--- src/rtl/psr_pkg.sv ---
package psr_pkg;
  typedef enum logic [1:0] {
    CMD_NOP   = 2'b00,
    CMD_READ  = 2'b01,
    CMD_WRITE = 2'b10,
    CMD_DESEL = 2'b11
  } cmd_e;
endpackage

--- src/rtl/psr_cmd_decode.sv ---
module psr_cmd_decode
  import psr_pkg::*;
(
  input  logic [1:0] cmd_i,
  input  logic       sleep_i,
  output logic       rd_take_o,
  output logic       wr_now_o,
  output logic       dsl_now_o
);
  cmd_e cmd;

  always_comb begin
    cmd       = cmd_e'(cmd_i);
    // sleep swallows every command
    rd_take_o = !sleep_i && (cmd == CMD_READ);
    wr_now_o  = !sleep_i && (cmd == CMD_WRITE);
    dsl_now_o = !sleep_i && (cmd == CMD_DESEL);
  end
endmodule

--- src/rtl/psr_out_stage.sv ---
module psr_out_stage #(
  parameter int DATA_W = 36
) (
  input  logic              clk_i,
  input  logic              rst_ni,
  input  logic              load_i,
  input  logic              clear_i,
  input  logic [DATA_W-1:0] rdata_i,
  output logic [DATA_W-1:0] q_o,
  output logic              vld_o
);
  always_ff @(posedge clk_i or negedge rst_ni) begin
    if (!rst_ni) begin
      q_o   <= '0;
      vld_o <= 1'b0;
    end else if (load_i) begin
      q_o   <= rdata_i;
      vld_o <= 1'b1;
    end else if (clear_i) begin
      vld_o <= 1'b0;
    end
  end

  assert_load_R2: assert property (@(posedge clk_i) disable iff (!rst_ni)
    load_i |=> (vld_o && q_o == $past(rdata_i)));

  assert_clear_R5: assert property (@(posedge clk_i) disable iff (!rst_ni)
    (clear_i && !load_i) |=> !vld_o);

  assert_hold_R4: assert property (@(posedge clk_i) disable iff (!rst_ni)
    (!load_i && !clear_i) |=> ($stable(q_o) && $stable(vld_o)));
endmodule

--- src/rtl/psr_drive_ctrl.sv ---
module psr_drive_ctrl (
  input  logic vld_i,
  input  logic wr_now_i,
  input  logic dsl_now_i,
  input  logic scd_i,
  input  logic oe_ni,
  input  logic sleep_i,
  output logic oe_o
);
  logic scd_cut;

  always_comb begin
    // single-cycle mode kills drive while the deselect is in the input register
    scd_cut = scd_i && dsl_now_i;
    oe_o    = vld_i && !oe_ni && !sleep_i && !wr_now_i && !scd_cut;
  end
endmodule

--- src/rtl/psr_read_out_top.sv ---
module psr_read_out_top #(
  parameter int DATA_W = 36
) (
  input  logic              clk_i,
  input  logic              rst_ni,
  input  logic              scd_i,
  input  logic [1:0]        cmd_i,
  input  logic [DATA_W-1:0] rdata_i,
  input  logic              oe_ni,
  input  logic              sleep_i,
  output logic [DATA_W-1:0] dq_o,
  output logic              dq_oe_o
);
  logic rd_take, wr_now, dsl_now, vld;

  psr_cmd_decode i_dec (
    .cmd_i     (cmd_i),
    .sleep_i   (sleep_i),
    .rd_take_o (rd_take),
    .wr_now_o  (wr_now),
    .dsl_now_o (dsl_now)
  );

  psr_out_stage #(.DATA_W(DATA_W)) i_stage (
    .clk_i   (clk_i),
    .rst_ni  (rst_ni),
    .load_i  (rd_take),
    .clear_i (wr_now | dsl_now),
    .rdata_i (rdata_i),
    .q_o     (dq_o),
    .vld_o   (vld)
  );

  psr_drive_ctrl i_drv (
    .vld_i     (vld),
    .wr_now_i  (wr_now),
    .dsl_now_i (dsl_now),
    .scd_i     (scd_i),
    .oe_ni     (oe_ni),
    .sleep_i   (sleep_i),
    .oe_o      (dq_oe_o)
  );

  assert_sleep_off_R8: assert property (@(posedge clk_i) disable iff (!rst_ni)
    sleep_i |-> !dq_oe_o);

  assert_scd_cut_R6: assert property (@(posedge clk_i) disable iff (!rst_ni)
    (scd_i && !sleep_i && cmd_i == 2'b11) |-> !dq_oe_o);

  assert_write_off_R9: assert property (@(posedge clk_i) disable iff (!rst_ni)
    (!sleep_i && cmd_i == 2'b10) |-> !dq_oe_o);

  assert_oe_off_R7: assert property (@(posedge clk_i) disable iff (!rst_ni)
    oe_ni |-> !dq_oe_o);

  assert_sleep_hold_R8: assert property (@(posedge clk_i) disable iff (!rst_ni)
    sleep_i |=> $stable(dq_o));
endmodule

--- config.mk ---
export PLATFORM = sky130hd
export DESIGN_NAME = psr_read_out_top
export DESIGN_NICKNAME = d
export VERILOG_FILES = /design/src/rtl/psr_pkg.sv /design/src/rtl/psr_cmd_decode.sv /design/src/rtl/psr_out_stage.sv /design/src/rtl/psr_drive_ctrl.sv /design/src/rtl/psr_read_out_top.sv
export SDC_FILE = /design/constraint.sdc
export NUM_CORES = 1
export LEC_CHECK = 0
export CAP_MARGIN = 30
export CORE_MARGIN = 3
export CORE_UTILIZATION = 61
export DETAILED_ROUTE_END_ITERATION = 6
export DONT_BUFFER_PORTS = 1
export PLACE_DENSITY = 0.75
export REMOVE_ABC_BUFFERS = 1
export SETUP_SLACK_MARGIN = 0.1
export SLEW_MARGIN = 20
export SYNTH_ARGS = -nofsm -noshare
export SYNTH_HDL_FRONTEND = slang
export SYNTH_HIERARCHICAL = 1
export SYNTH_SLANG_ARGS = --single-unit
export TNS_END_PERCENT = 1
--- constraint.sdc ---
create_clock -name clk_i -period 1.4 [get_ports clk_i]
set_input_delay 0.28 -clock clk_i [delete_from_list [all_inputs] [get_ports clk_i]]
set_output_delay 0.28 -clock clk_i [all_outputs]
set_load 0.02 [all_outputs]
==> flow_summary.toml <==
[drt]
vias = 743
via_per_inst = 6.09
drc_errors = 0
drtIter0Drc = 24
avgRoutedWirePerCell_microns = 21.8
dr.pass1.iters = 4
ant_nets = 0
routed_wl_microns = 2660

[floorplanning]
start_util_pct = 67.7
coreArea_sq_um = 2320
die_area_sq_um = 3220
pin_count = 80
die_w_microns = 56.7
num_rows = 17
die_y_microns = 56.7

[worst_setup_path]
reg2reg_depth = 1
regToRegSetupSlack_ns = 0.52
r2r-start = "i_stage/q_o[29]"
crit_arrival_ns = 1.43
cp_max_fo = 2
cp-end-kind = "primary output"
crit_path_start_kind = "register"
crit_type = "register to primary output"
required_ns = 1.12
r2r_end = "i_stage/q_o[29]"

[clocking]
cts.clk_slew.worst_paths_ns = 0.10
numCtsBuffers = 5
clockBufferDepth = 2
cts_tree = "done"
clk_latency_ns = 0.33
clockRootBuffer = "clkbuf_4"
cts_sinks = 37
htreeDepth = 2

[yosys]
syn_area_sq_um = 1570
synth_top_family_by_area = "multiplexers"
synth-simple-area-share_pct = 2.63
synth_cell_types = 12
postSynthCellCount = 85
ys_seq_area_share_pct = 59.0
synth_compound_area_share_pct = 0.797
synth.area.mux_share_pct = 32.8
synthAdderAreaFrac_pct = 0
syn_avg_cell_area_sq_um = 18.5
synth-xor-area-share_pct = 0
ys_warn_count = 6
ys_ff_latch = 37

[global_routing]
grt_pass1_vias = 857
grt_pass1_wl_microns = 4310
overflow = 0
grt.total_usage_pct = 17.7
antenna_found_initial = 0
grt_max_degree = 38

[sta]
grt_setup_unrepaired = "true"
slew_headroom_pct = 81.6
fin_worst_skew_ns = 0
worst_pin_slew_ns = 0.276
maxSlewViolCount = 0
period_share_pct = 122
finalHoldViolCount = 0
max_clock_freq_mhz = 583
final-setup-viol-count = 1
setup_slack_ns = -0.315
post-route-min-period_ns = 1.71

[place]
gp_congestion = 0.741
portBuffers = 0
dp_cells = 111
hpwl_microns = 1780
pre_cts_slack_ns = -0.0956

[status]
violations = "setup timing"
outcome = "finished with violations"

[final_layout]
syn_to_final_growth_pct = 5.90
fin_cells = 122
final_core_util_pct = 71.7
layout.nets = 136
drive_gt1_share_pct = 54.3
insertedDiodeCount = 0

[power]
max-vdd-ir-drop_mv = 1.22
p_per_area_nw_per_um2 = 1530
finalPower_mw = 2.55
power.leakage_nw = 0.766

[hold_path]
min_to = "i_stage/q_o[11]"
holdPathStages = 1
min_path_type = "input port to register"
min_from = "rdata_i[11]"

[job]
maxCapViolCount = 0
-- area by class of cell --
| cell class | count | area [sq um] |
|---|---|---|
| clock buffer | 6 | 41.3 |
| clock inverter | 2 | 10.0 |
| fill | 164 | 657 |
| inverter | 1 | 3.75 |
| multi-input combinational | 43 | 581 |
| sequential | 37 | 926 |
| tap | 28 | 35.0 |
| timing repair buffer | 5 | 65.1 |
-- per-layer routing --
metal	part of all wire (%)	track usage, %
met5	0	0
met4	1.7	7.12
met3	16	12.6
met2	47	26.6
met1	36	19.0
-- how the worst max path moves through the flow --
stage                       start        endpoint  slack (ns)  depth (start not counted)
finish              i_stage/vld_o         dq_oe_o       -0.31                          3
global route        i_stage/vld_o         dq_oe_o       -0.36                          3
CTS                 i_stage/vld_o         dq_oe_o       -0.33                          3
detailed placement       cmd_i[1]         dq_oe_o        -0.1                          4
global placement         cmd_i[1]         dq_oe_o       -0.04                          4
floorplan                 sleep_i  i_stage/q_o[0]       -3.55                          2
-- through the flow --
stage / hold WS [ns] / TNS [ns] / instance area (sq um)
4_1_cts: 0.0637 / -0.331 / 1650
6_report: 0.0857 / -0.315 / 1660
3_3_place_gp: -0.0149 / -0.0400 / 1570
3_5_place_dp: -0.0148 / -0.0956 / 1570
5_1_grt: 0.0550 / -0.364 / 1660
2_1_floorplan: -0.0156 / -129.21 / 1500
-- worst max-delay path, cell delays in order (launching register included) --
cell	delay, ns
dfrtp_1	0.37
or4b_4	0.47
a21oi_2	0.11
buf_4	0.15
-- cells in the mapped netlist (all sizes together) --
cell type	count	area share, %
a21o	1	0.48
a21oi	1	0.32
and3b	1	0.64
buf	4	4.5
dfrtp	37	59
inv	1	0.24
mux2	36	33
nor3b	2	0.96
or2	1	0.40
or4b	1	0.64
-- timing repair --
action | in CTS | in global routing
setup endpoints to repair | 1 | 1
endpoints found under the hold margin | 37 | 0
setup buffers | 0 | 1
hold buffers | 2 | 0
cloned | 0 | 0
gates resized for setup | 0 | 2
-- power breakdown --
group,internal [mW],switching (mW)
clock network,0.191,0.326
logic,0.269,0.102
registers,1.27,0.394
total,1.73,0.821
-- flip-flops by register name (all words and copies together), names as in the netlist --
| name | cells |
|---|---|
| i_stage/q_o | 36 |
| i_stage/vld_o | 1 |
-- placed cells by master, fill, tap and decap left out --
cell,Yosys,layout
a21o_1,1,1
dfrtp_1,37,37
clkinv_2,0,2
and3b_2,1,1
buf_4,0,2
mux2_2,7,7
nor3b_1,2,1
or4b_4,0,1
dlygate4sd3_1,0,1
a21oi_2,0,1
mux2_4,29,29
buf_12,3,2
clkbuf_1,0,1
clkbuf_4,0,5
nor3b_2,0,1
inv_1,1,1
or2_1,1,1
-- cells by family after synthesis --
logic type / count (synthesis)
multiplexers: 36
AO/OA/AOI/OAI: 2
AND/OR/NAND/NOR: 5
flip-flops: 37
buffers and inverters: 5
Power figures use the tool's default switching activity.
